$ cat src/rtl/irqmb_pkg.sv
package irqmb_pkg;
   // Register selector; offsets matter to software and to the bench
   typedef enum logic [1:0] {
      SEL_STAT = 2'd0,   // status, read / write-1-to-clear
      SEL_MASK = 2'd1,   // mask, read only
      SEL_SET  = 2'd2,   // mask enable, write only
      SEL_CLR  = 2'd3    // mask disable, write only
   } reg_sel_e;
endpackage

$ cat src/rtl/irqmb_mask.sv
module irqmb_mask #(
   parameter int N_SRC = 3
) (
   input  logic             clk,
   input  logic             rst_n,
   input  logic [N_SRC-1:0] set_v,
   input  logic [N_SRC-1:0] clr_v,
   output logic [N_SRC-1:0] mask_o
);
   logic [N_SRC-1:0] mask_q;

   // clear has priority over set on the same bit
   always_ff @(posedge clk or negedge rst_n) begin
      if (!rst_n) mask_q <= '0;
      else        mask_q <= (mask_q | set_v) & ~clr_v;
   end

   assign mask_o = mask_q;

   a_r1_set_bits: assert property (@(posedge clk) disable iff (!rst_n)
      |(set_v & ~clr_v) |=> ((mask_o & $past(set_v & ~clr_v)) == $past(set_v & ~clr_v)));

   a_r2_clr_bits: assert property (@(posedge clk) disable iff (!rst_n)
      |clr_v |=> ((mask_o & $past(clr_v)) == '0));

   a_r1_hold_rest: assert property (@(posedge clk) disable iff (!rst_n)
      1'b1 |=> (((mask_o ^ $past(mask_o)) & ~$past(set_v | clr_v)) == '0));
endmodule

$ cat src/rtl/irqmb_status.sv
module irqmb_status #(
   parameter int N_SRC = 3
) (
   input  logic             clk,
   input  logic             rst_n,
   input  logic [N_SRC-1:0] evt_i,
   input  logic [N_SRC-1:0] w1c_v,
   output logic [N_SRC-1:0] stat_o
);
   logic [N_SRC-1:0] stat_q;

   // a new event beats a clear landing on the same edge
   always_ff @(posedge clk or negedge rst_n) begin
      if (!rst_n) stat_q <= '0;
      else        stat_q <= (stat_q & ~w1c_v) | evt_i;
   end

   assign stat_o = stat_q;

   // an event always leaves its bit set, clear or not
   a_r5_evt_sets: assert property (@(posedge clk) disable iff (!rst_n)
      |evt_i |=> ((stat_o & $past(evt_i)) == $past(evt_i)));

   a_r6_w1c_clears: assert property (@(posedge clk) disable iff (!rst_n)
      |(w1c_v & ~evt_i) |=> ((stat_o & $past(w1c_v & ~evt_i)) == '0));

   a_r6_sticky_hold: assert property (@(posedge clk) disable iff (!rst_n)
      1'b1 |=> (((stat_o ^ $past(stat_o)) & ~$past(w1c_v | evt_i)) == '0));
endmodule

$ cat src/rtl/irqmb_irq.sv
module irqmb_irq #(
   parameter int N_SRC   = 3,
   parameter bit REG_OUT = 1'b1
) (
   input  logic             clk,
   input  logic             rst_n,
   input  logic [N_SRC-1:0] stat_i,
   input  logic [N_SRC-1:0] mask_i,
   output logic             irq_o
);
   logic pend;
   assign pend = |(stat_i & mask_i);

   generate
      if (REG_OUT) begin : g_reg
         logic irq_q;
         always_ff @(posedge clk or negedge rst_n) begin
            if (!rst_n) irq_q <= 1'b0;
            else        irq_q <= pend;
         end
         assign irq_o = irq_q;

         a_r8_one_cycle_lag: assert property (@(posedge clk) disable iff (!rst_n)
            1'b1 |=> (irq_o == $past(|(stat_i & mask_i))));
      end else begin : g_comb
         assign irq_o = pend;
      end
   endgenerate
endmodule

$ cat src/rtl/irq_mask_bank.sv
module irq_mask_bank #(
   parameter int N_SRC   = 3,
   parameter int AW      = 3,
   parameter bit REG_OUT = 1'b1
) (
   input  logic             clk,
   input  logic             rst_n,
   input  logic             wr_en,
   input  logic             rd_en,
   input  logic [AW-1:0]    addr,
   input  logic [N_SRC-1:0] wdata,
   output logic [N_SRC-1:0] rdata,
   input  logic [N_SRC-1:0] evt_i,
   output logic             irq_o
);
   import irqmb_pkg::*;

   localparam int SEL_W = 2;

   generate
      if (N_SRC < 1)    begin : g_bad_nsrc $error("N_SRC must be at least 1"); end
      if (AW < SEL_W)   begin : g_bad_aw   $error("AW too small for the register map"); end
   endgenerate

   // address decode: upper address bits must be zero for a hit
   logic     in_map;
   reg_sel_e sel;
   generate
      if (AW > SEL_W) begin : g_hi
         assign in_map = (addr[AW-1:SEL_W] == '0);
      end else begin : g_nohi
         assign in_map = 1'b1;
      end
   endgenerate
   assign sel = reg_sel_e'(addr[SEL_W-1:0]);

   logic [N_SRC-1:0] set_v, clr_v, w1c_v;
   always_comb begin
      set_v = '0;
      clr_v = '0;
      w1c_v = '0;
      if (wr_en && in_map) begin
         unique case (sel)
            SEL_SET:  set_v = wdata;
            SEL_CLR:  clr_v = wdata;
            SEL_STAT: w1c_v = wdata;
            default:  ;   // mask register ignores writes
         endcase
      end
   end

   logic [N_SRC-1:0] mask, stat;

   irqmb_mask #(.N_SRC(N_SRC)) u_mask (
      .clk(clk), .rst_n(rst_n), .set_v(set_v), .clr_v(clr_v), .mask_o(mask)
   );

   irqmb_status #(.N_SRC(N_SRC)) u_stat (
      .clk(clk), .rst_n(rst_n), .evt_i(evt_i), .w1c_v(w1c_v), .stat_o(stat)
   );

   irqmb_irq #(.N_SRC(N_SRC), .REG_OUT(REG_OUT)) u_irq (
      .clk(clk), .rst_n(rst_n), .stat_i(stat), .mask_i(mask), .irq_o(irq_o)
   );

   always_comb begin
      rdata = '0;
      if (rd_en && in_map) begin
         unique case (sel)
            SEL_STAT: rdata = stat;
            SEL_MASK: rdata = mask;
            default:  rdata = '0;   // write-only registers read zero
         endcase
      end
   end

   a_r3_wo_reads_zero: assert property (@(posedge clk) disable iff (!rst_n)
      (rd_en && !(in_map && (sel == SEL_STAT || sel == SEL_MASK))) |-> (rdata == '0));

   a_r10_mask_write_ignored: assert property (@(posedge clk) disable iff (!rst_n)
      (wr_en && in_map && sel == SEL_MASK) |=> $stable(mask));

   a_r9_reset_clear: assert property (@(posedge clk)
      !rst_n |-> (mask == '0 && stat == '0 && !irq_o));
endmodule

$ cat config.mk
export PLATFORM = sky130hd
export DESIGN_NAME = irq_mask_bank
export DESIGN_NICKNAME = d
export VERILOG_FILES = /design/src/rtl/irqmb_pkg.sv /design/src/rtl/irqmb_mask.sv /design/src/rtl/irqmb_status.sv /design/src/rtl/irqmb_irq.sv /design/src/rtl/irq_mask_bank.sv
export SDC_FILE = /design/constraint.sdc
export NUM_CORES = 1
export LEC_CHECK = 0
export ABC_AREA = 1
export BUFFER_PORTS_ARGS = -buffer_cell sky130_fd_sc_hd__buf_2
export CAP_MARGIN = 20
export CORE_AREA = 2 2 39 41
export DETAILED_ROUTE_END_ITERATION = 10
export DIE_AREA = 0 0 41 43
export MAX_ROUTING_LAYER = met4
export PLACE_DENSITY = 0.51
export SYNTH_ARGS = -nofsm -noshare
export SYNTH_HDL_FRONTEND = slang
export SYNTH_SLANG_ARGS = --single-unit
$ cat constraint.sdc
create_clock -name clk -period 1.4 [get_ports clk]
set_input_delay 0.28 -clock clk [delete_from_list [all_inputs] [get_ports clk]]
set_output_delay 0.28 -clock clk [all_outputs]
set_load 0.05 [all_outputs]
==> run summary, run 1 <==
- **Worst Tran Pin Value** 0.245 ns
- **most area-hungry cell type in the Yosys netlist** dfrtp_1
- **leakage dissipation** 0.278 nW
- **power per cell area** 1040 nW/um^2
- **sum of net half-perimeters after detailed placement** 657 um
- **die height** 43 um
- **Fin Clk Skew** 0.00349 ns
- **count of standard-cell rows** 14
- **worst r2r path cells** 2
- **Vias per Instance** 4.25
- **post-synthesis cell type count** 7
- **run status** completed
- **violation count after the first detailed-routing iteration** 6
- **capturing element of the worst setup path** rdata[2]
- **unrepaired setup endpoints after global routing** false
- **worst-case vdd ir drop** 0.464 mV
- **final slew viol count** 0
- **Crit Path Class** flip-flop to output port
- **arrival time of the worst setup path** 1.05 ns
- **number of buffers created by CTS** 3
- **cell types occupying the most area after synthesis** dfrtp_1, nand2_1, nand3_1, nor2_4, inv_1
- **max-cap check violation count** 0
- **aggregate global routing overflow** 0
- **fraction of layout cells with a size suffix above 1** 36.1%
- **Worst EP required** 1.12 ns
- **yosys warns** 0
- **count of mapped cells out of synthesis** 51
- **count of antenna diodes in the layout** 0
- **CTS H-Tree Depth** 1
- **final cycle utilization of the critical path** 94.8%
- **setup violators final** 0
- **type of the worst min-delay path** input port to flip-flop
- **clock network fraction of design power** 31.1%
- **Sequential cell area** 175 um^2
- **overall die area** 1760 um^2
- **clk buf depth** 2
- **Antenna Nets Post-Route** 0
- **Port-buffer cells** 16
- **worst setup path startpoint** u_mask.mask_o[2]
- **Post CTS Setup Buffer Count** 0
- **antenna violations before repair** 0
- **multi-input gate area in the final layout** 196 um^2
- **post-synthesis cell area** 383 um^2
- **switch share** 31.8%
- **Clock Tree Root** clkbuf_4
- **Filler cells** 149
- **standard cell core area** 1380 um^2
- **total wire length after detailed routing** 793 um
- **final hold viol count** 0
- **average wire length per cell after detail routing** 9.01 um
- **Worst slew margin** 83.8%
- **layout overhead on the synthesized area** 42.5%
- **number of nets in the layout** 86
- **first-pass GRT wire length** 1240 um
- **internal cell power** 386 uW
- **initial core utilization** 27.7%
- **share of the synthesized area in the top cell type** 45.8%
- **final critical-path required period** 1.33 ns
- **Max Fanout on Critical Path** 3
- **overall via count from detail_route** 374
- **Highest Clock Rate** 753 MHz
- **sinks on the clock net** 7
- **via count of the first global-routing pass** 313
- **critical register-to-register path startpoint** u_mask.mask_o[1]
- **crit end category** output port
- **Startpoint Class** flip-flop
- **Clk Latency, worst-skew pair** 0.24 ns
- **TritonCTS clock tree** built
- **remaining design rule violation count** 0
- **boundary pin count** 17
- **switching power** 180 uW
- **width of the die** 41 um
- **final estimated routing congestion in global placement** 0.667
- **fraction of the yosys area taken by sequential cells** 45.8%
- **Comb power frac** 25.6%
- **Final Util** 39.4%
- **clk slew on worst S/H paths** 0.05 ns
- **Crit Reg-Reg Endpoint** u_irq.irq_o
- **TritonRoute pass-1 iters** 3
- **maximum number of pins on one net before global-route repair** 10
- **TNS Setup** 0 ns
- **Mapped Avg Cell Area** 7.51 um^2
- **worst-case register-to-register setup slack** 0.72 ns
- **net count of the mapped netlist** 64
- **register bit count reported by yosys** 7
- **sequential cell fraction of total power** 43.3%
- **global routing usage summed across all routing layers** 11.1%
[layout by cell type, fill, tap and decap left out]
cell type      netlist  layout
nor2_4               3       3
buf_2                0      13
inv_1                5       5
dlygate4sd3_1        0       1
a21oi_2              0       3
nand2_1             19      19
buf_4                0       1
clkbuf_1             0       1
clkbuf_4             0       3
dfrtp_1              7       7
nand3_1             13      13
inv_2                1       1
buf_6                0       2
[power by group through the flow]
stage	Combinational [mW]	Clock, mW	Sequential (mW)
finish	0.145	0.176	0.245
global route	0.162	0.198	0.249
CTS	0.145	0.185	0.245
detailed placement	0.142	0	0.248
global placement	0.141	0	0.248
floorplan	0.0651	0	0.272
[critical path, cell delays in order, from the launching register on]
cell,delay (ns)
dfrtp_1,0.38
nand3_1,0.10
a21oi_2,0.15
buf_6,0.17
[layer usage]
metal	vias up	track usage, %	routed length (um)
li1	205	-	-
met1	155	14.3	366
met2	12	14.4	354
met3	2	1.57	60
met4	0	10.0	11
met5	-	-	0
[worst min-delay path by stage]
stage                  endpoint  startpoint  cells after the start  slack [ns]
2_1_floorplan       u_irq.irq_o       rst_n                      0       -0.02
3_3_place_gp   u_mask.mask_o[2]       rst_n                      1        0.12
3_5_place_dp   u_mask.mask_o[2]       rst_n                      1        0.12
4_1_cts        u_stat.stat_o[0]    evt_i[0]                      3        0.21
5_1_grt        u_stat.stat_o[0]    evt_i[0]                      3        0.23
6_report       u_stat.stat_o[0]    evt_i[0]                      3        0.21
[kinds of logic (layout without fill, tap and decap cells)]
kind of cell,after synthesis,count (layout),synth area share (%)
AO/OA/AOI/OAI,3,3,3.92
buffers and inverters,6,27,5.88
flip-flops,7,7,45.8
AND/OR/NAND/NOR,35,35,44.4
[sequential cells by signal (all words and copies together) (netlist names)]
register       cells
u_mask.mask_o      3
u_stat.stat_o      3
u_irq.irq_o        1
[cell usage after synthesis]
cell type / instances
nand3_1: 13
inv_2: 1
nor2_4: 3
dfrtp_1: 7
a21oi_1: 3
inv_1: 5
nand2_1: 19
[per-stage QoR]
stage / power (mW) / std cells / instance area [um^2] / setup WS [ns] / hold WS, ns
global route: 0.609 / 88 / 546 / 0.00751 / 0.227
global placement: 0.390 / 83 / 494 / 0.0757 / 0.119
floorplan: 0.337 / 51 / 394 / 0.141 / -0.0156
finish: 0.566 / 88 / 546 / 0.0722 / 0.212
CTS: 0.574 / 88 / 533 / 0.00185 / 0.206
detailed placement: 0.390 / 83 / 494 / 0.0633 / 0.119
[final cells by class]
cell class	instances	area share [%]
clock buffer	4	4.82
tap	16	3.67
multi-input combinational	38	36.0
timing repair buffer	17	19.3
inverter	6	4.13
sequential	7	32.1
[what timing repair did]
action	in CTS	in global routing
gates resized for setup	1	6
endpoints found under the hold margin	7	0
hold buffers	1	0
setup endpoints to repair	1	3
Note: power is estimated with default switching activity, not from simulation.
==> run 2, diff against run 1 <==
CELL_PAD_IN_SITES_DETAIL_PLACEMENT = 0   (was not set)
CELL_PAD_IN_SITES_GLOBAL_PLACEMENT = 1   (was not set)
CTS_BUF_LIST = sky130_fd_sc_hd__clkbuf_8   (was not set)
CTS_CLUSTER_DIAMETER = 30   (was not set)
PLACE_DENSITY = 0.7   (was 0.51)
==> run summary, run 2 (synthesis results as in run 1) <==
- **finished layout cell area** 557 um^2
- **width of the die** 41 um
- **final hold viol count** 0
- **Cell Area, Placed** 494 um^2
- **run status** completed
- **sum of net half-perimeters after detailed placement** 692 um
- **Comb power frac** 22.0%
- **Highest Clock Rate** 745 MHz
- **critical path, cell by cell** nand3_1 > a21oi_2 > clkbuf_4
- **Worst slew margin** 83.6%
- **count of antenna diodes in the layout** 0
- **Worst Tran Pin Value** 0.248 ns
- **total wire length after detailed routing** 800 um
- **overall die area** 1760 um^2
- **crit end category** output port
- **Post-Layout Cell Count** 88
- **Crit Path Class** flip-flop to output port
- **layout overhead on the synthesized area** 45.4%
- **standard cell core area** 1380 um^2
- **switch share** 28.6%
- **Max Fanout on Critical Path** 3
- **number of buffers created by CTS** 3
- **most used cells in the layout excluding fill and tap cells** nand2_1, nand3_1, buf_2, dfrtp_1, inv_1
- **Fin Clk Skew** 0.000970 ns
- **setup violators final** 0
- **initial core utilization** 27.7%
- **antenna violations before repair** 0
- **Buf/Inv on CP** 1
- **final estimated routing congestion in global placement** 0.698
- **switching power** 187 uW
- **maximum number of pins on one net before global-route repair** 10
- **number of nets in the layout** 86
- **Worst EP required** 1.12 ns
- **most common cell after layout, fill and taps aside** nand2_1
- **aggregate global routing overflow** 0
- **total power of the final layout** 651 uW
- **Clock Tree Root** clkbuf_8
- **Startpoint Class** flip-flop
- **least setup slack across all paths after layout** 0.0583 ns
- **sequential cell fraction of total power** 37.9%
- **boundary pin count** 17
- **final slew viol count** 0
- **worst-case vdd ir drop** 0.641 mV
- **first-pass GRT wire length** 1320 um
- **type of the worst min-delay path** input port to flip-flop
- **CTS H-Tree Depth** 1
- **global routing usage summed across all routing layers** 11.8%
- **Clk Latency, worst-skew pair** 0.22 ns
- **count of standard-cell rows** 14
- **placed instance count** 83
- **via count of the first global-routing pass** 359
- **max-cap check violation count** 0
- **unrepaired setup endpoints after global routing** false
- **internal cell power** 465 uW
- **final cycle utilization of the critical path** 95.8%
- **worst hold slack** 0.240 ns
- **Setup Slack @ Placement** 0.0604 ns
- **clk buf depth** 2
- **TritonRoute pass-1 iters** 4
- **die height** 43 um
- **overall via count from detail_route** 371
- **Vias per Instance** 4.22
- **leakage dissipation** 0.287 nW
- **Antenna Nets Post-Route** 0
- **TritonCTS clock tree** built
- **final critical-path required period** 1.34 ns
- **delay of the slowest critical-path stage** 0.37 ns
- **TNS Setup** 0 ns
- **violation count after the first detailed-routing iteration** 9
- **fraction of layout cells with a size suffix above 1** 36.1%
- **Final Util** 40.2%
- **arrival time of the worst setup path** 1.06 ns
- **clk slew on worst S/H paths** 0.04 ns
- **remaining design rule violation count** 0
- **sinks on the clock net** 7
- **CP max stage cell** dfrtp_1
- **Port-buffer cells** 16
- **power per cell area** 1170 nW/um^2
- **clock network fraction of design power** 40.1%
- **average wire length per cell after detail routing** 9.09 um
- **Top Family by Delay on Critical Path** flip-flops
==> run 2: repair_timing <==
action                                  4_1_cts  5_1_grt
hold endpoints to repair                      7        0
buffers inserted                              0        0
gates resized for setup                       0        4
endpoints found under the setup margin        0        3
hold buffers                                  1        0
==> run 2: worst register-to-register path, cell delays in order, from the launching register on <==
cell and delay [ns]:
dfrtp_1 0.40, nand2_1 0.08, nand3_1 0.08
==> run 2: worst paths after layout <==
kind                       depth (start not counted)  slack (ns)                to             start
max                                                3        0.06          rdata[1]  u_mask.mask_o[1]
min                                                3        0.24  u_stat.stat_o[1]          evt_i[1]
max reg2reg                                        2        0.72       u_irq.irq_o  u_mask.mask_o[1]
min reg2reg                                        2        0.50  u_stat.stat_o[1]  u_stat.stat_o[1]
max in group asynchronous                          2        0.84  u_stat.stat_o[2]             rst_n
min in group asynchronous                          2        0.42  u_stat.stat_o[1]             rst_n
==> run 2: power groups by stage <==
stage | clock network [mW] | registers (mW) | logic [mW]
after detailed placement | 0 | 0.249 | 0.143
after global placement | 0 | 0.250 | 0.142
after CTS | 0.271 | 0.246 | 0.145
after global routing | 0.280 | 0.250 | 0.161
after floorplan | 0 | 0.272 | 0.0651
final | 0.261 | 0.247 | 0.143
==> run 2: final cells by class <==
| class | instances | area, um^2 |
|---|---|---|
| Sequential cell | 7 | 175 |
| Timing Repair Buffer | 17 | 97.6 |
| Clock buffer | 3 | 41.3 |
| Inverter | 6 | 22.5 |
| Multi-Input combinational cell | 38 | 196 |
| Tap cell | 16 | 20.0 |
| Clock inverter | 1 | 3.75 |
| Fill cell | 161 | 827 |
==> run 2: per-layer routing <==
| layer | routed length [um] | track usage (%) | vias up | share of wire [%] |
|---|---|---|---|---|
| met5 | 0 | - | - | 0 |
| met4 | 8 | 10.0 | 0 | 1.0 |
| met3 | 40 | 1.57 | 2 | 5.0 |
| met2 | 377 | 16.6 | 10 | 47 |
| met1 | 374 | 14.0 | 154 | 47 |
| li1 | - | - | 205 | - |
==> run 3, diff against run 2 <==
ABC_AREA = 0   (was 1)
PLACE_DENSITY = 0.65   (was 0.7)
==> run summary, run 3 <==
- **overall die area** 1760 um^2
- **final hold viol count** 0
- **power per cell area** 1130 nW/um^2
- **Highest Clock Rate** 725 MHz
- **average wire length per cell after detail routing** 10.5 um
- **standard cell core area** 1380 um^2
- **clk buf depth** 2
- **Worst slew margin** 81.8%
- **number of buffers created by CTS** 3
- **post-synthesis cell type count** 10
- **post-synthesis cell area** 379 um^2
- **number of nets in the layout** 72
- **net count of the mapped netlist** 49
- **TritonCTS clock tree** built
- **aggregate global routing overflow** 0
- **share of the synthesized area in the top cell type** 46.2%
- **final estimated routing congestion in global placement** 0.670
- **worst r2r path cells** 2
- **TNS Setup** 0 ns
- **top cells by count, synth** dfrtp_1, inv_1, mux2i_1, nor2_1
- **layout overhead on the synthesized area** 50.5%
- **global routing usage summed across all routing layers** 11.8%
- **Worst Tran Pin Value** 0.271 ns
- **yosys warns** 0
- **Post-Layout Cell Count** 74
- **critical path, cell by cell** buf_2 > or3b_4 > nor2_2 > buf_6
- **antenna violations before repair** 0
- **CP max stage cell** or3b_4
- **count of standard-cell rows** 14
- **worst-case register-to-register setup slack** 0.50 ns
- **arrival time of the worst setup path** 1.10 ns
- **Vias per Instance** 4.46
- **Startpoint Class** input port
- **most area-hungry cell type in the Yosys netlist** dfrtp_1
- **count of antenna diodes in the layout** 0
- **overall via count from detail_route** 330
- **initial core utilization** 27.4%
- **first-pass GRT wire length** 1350 um
- **CTS H-Tree Depth** 1
- **worst setup path startpoint** addr[1]
- **total wire length after detailed routing** 779 um
- **final slew viol count** 0
- **total power of the final layout** 643 uW
- **most common cell after layout, fill and taps aside** buf_2
- **delay of the slowest critical-path stage** 0.42 ns
- **critical register-to-register path startpoint** u_mask.mask_o[1]
- **predominant post-synthesis flop cell** dfrtp_1
- **max-cap check violation count** 0
- **Clk Latency, worst-skew pair** 0.22 ns
- **Port-buffer cells** 16
- **clk slew on worst S/H paths** 0.04 ns
- **Cell Area, Placed** 489 um^2
- **fraction of layout cells with a size suffix above 1** 44.8%
- **finished layout cell area** 571 um^2
- **run status** completed
- **worst-case vdd ir drop** 0.362 mV
- **remaining design rule violation count** 0
- **fraction of the yosys area taken by sequential cells** 46.2%
- **final critical-path required period** 1.38 ns
- **Worst EP required** 1.12 ns
- **violation count after the first detailed-routing iteration** 3
- **Post CTS Setup Buffer Count** 0
- **least setup slack across all paths after layout** 0.0210 ns
- **count of mapped cells out of synthesis** 36
- **register bit count reported by yosys** 7
- **worst hold slack** 0.256 ns
- **unrepaired setup endpoints after global routing** true
- **Setup Slack @ Placement** -0.0508 ns
- **Final Util** 41.2%
- **number of enable flip-flop cells after synthesis** 0
- **sum of net half-perimeters after detailed placement** 628 um
- **share of async-settable or async-resettable flops after synthesis** 100%
- **crit end category** output port
- **Max Fanout on Critical Path** 3
- **Antenna Nets Post-Route** 0
- **cell types occupying the most area after synthesis** dfrtp_1, mux2i_1, inv_1, nand4b_1, nor4b_4
- **Crit Reg-Reg Endpoint** u_irq.irq_o
- **placed instance count** 69
- **Fin Clk Skew** 0.00138 ns
- **leakage dissipation** 0.289 nW
- **Clock Tree Root** clkbuf_8
- **final cycle utilization of the critical path** 98.5%
- **maximum number of pins on one net before global-route repair** 8
- **setup violators final** 0
- **Mapped Avg Cell Area** 10.5 um^2
- **die height** 43 um
- **Crit Path Class** input port to output port
- **sinks on the clock net** 7
- **width of the die** 41 um
- **TritonRoute pass-1 iters** 4
- **capturing element of the worst setup path** rdata[0]
- **type of the worst min-delay path** input port to flip-flop
- **via count of the first global-routing pass** 337
- **boundary pin count** 17
- **most used cells in the layout excluding fill and tap cells** buf_2, inv_1, dfrtp_1, mux2i_1
-- run 3: cell types whose count changed after synthesis, moves of 2 or more --
cell	previous run	this run
nand3_1	13	0
mux2i_1	0	6
a21oi_1	3	0
a31oi_1	0	3
nor2_4	3	0
nor2_1	0	6
nand2_1	19	0
inv_1	5	7
nand4b_1	0	3
-- run 3: critical path, delay by kind of cell --
kind	cells	cell delay, ns
buffers and inverters	2	0.26
AND/OR/NAND/NOR	2	0.55
-- run 3: cell type report --
type	count	area (um^2)
Multi-Input combinational cell	21	180
Timing Repair Buffer	19	124
Tap cell	16	20.0
Clock buffer	3	41.3
Sequential cell	7	175
Inverter	7	26.3
Fill cell	144	813
Clock inverter	1	3.75
-- run 3: per-layer routing --
metal / track usage, % / routed length, um / vias to the layer above
met5: - / 0 / -
met4: 4.00 / 7 / 0
met3: 4.71 / 62 / 2
met2: 18.4 / 361 / 13
met1: 13.2 / 347 / 146
li1: - / - / 169
-- run 3: worst min path at each step --
stage | endpoint | cells after the start | startpoint | slack (ns)
6_report | u_stat.stat_o[0] | 2 | wdata[0] | 0.26
5_1_grt | u_stat.stat_o[0] | 2 | wdata[0] | 0.26
4_1_cts | u_stat.stat_o[0] | 2 | wdata[0] | 0.26
3_5_place_dp | u_stat.stat_o[2] | 1 | rst_n | 0.13
3_3_place_gp | u_stat.stat_o[2] | 1 | rst_n | 0.13
2_1_floorplan | u_irq.irq_o | 0 | rst_n | -0.02
-- run 3: where the power goes --
| part | internal, mW | switching [mW] |
|---|---|---|
| clock | 0.189 | 0.0801 |
| combinational | 0.0563 | 0.0729 |
| sequential | 0.228 | 0.0169 |
| total | 0.474 | 0.170 |
-- run 3: cells by family (layout without fill, tap and decap cells) --
kind of cell / Yosys count / after routing / share of synthesized area (%)
muxes: 6 / 6 / 15.8
DFF: 7 / 7 / 46.2
buffers and inverters: 8 / 30 / 8.25
and+or+nand+nor: 11 / 11 / 22.1
AOI/OAI and AO/OA: 4 / 4 / 7.59
-- run 3: timing repair --
item,CTS,global route
gates resized for setup,3,6
endpoints found under the hold margin,7,0
hold buffers,1,0
endpoints found under the setup margin,3,3
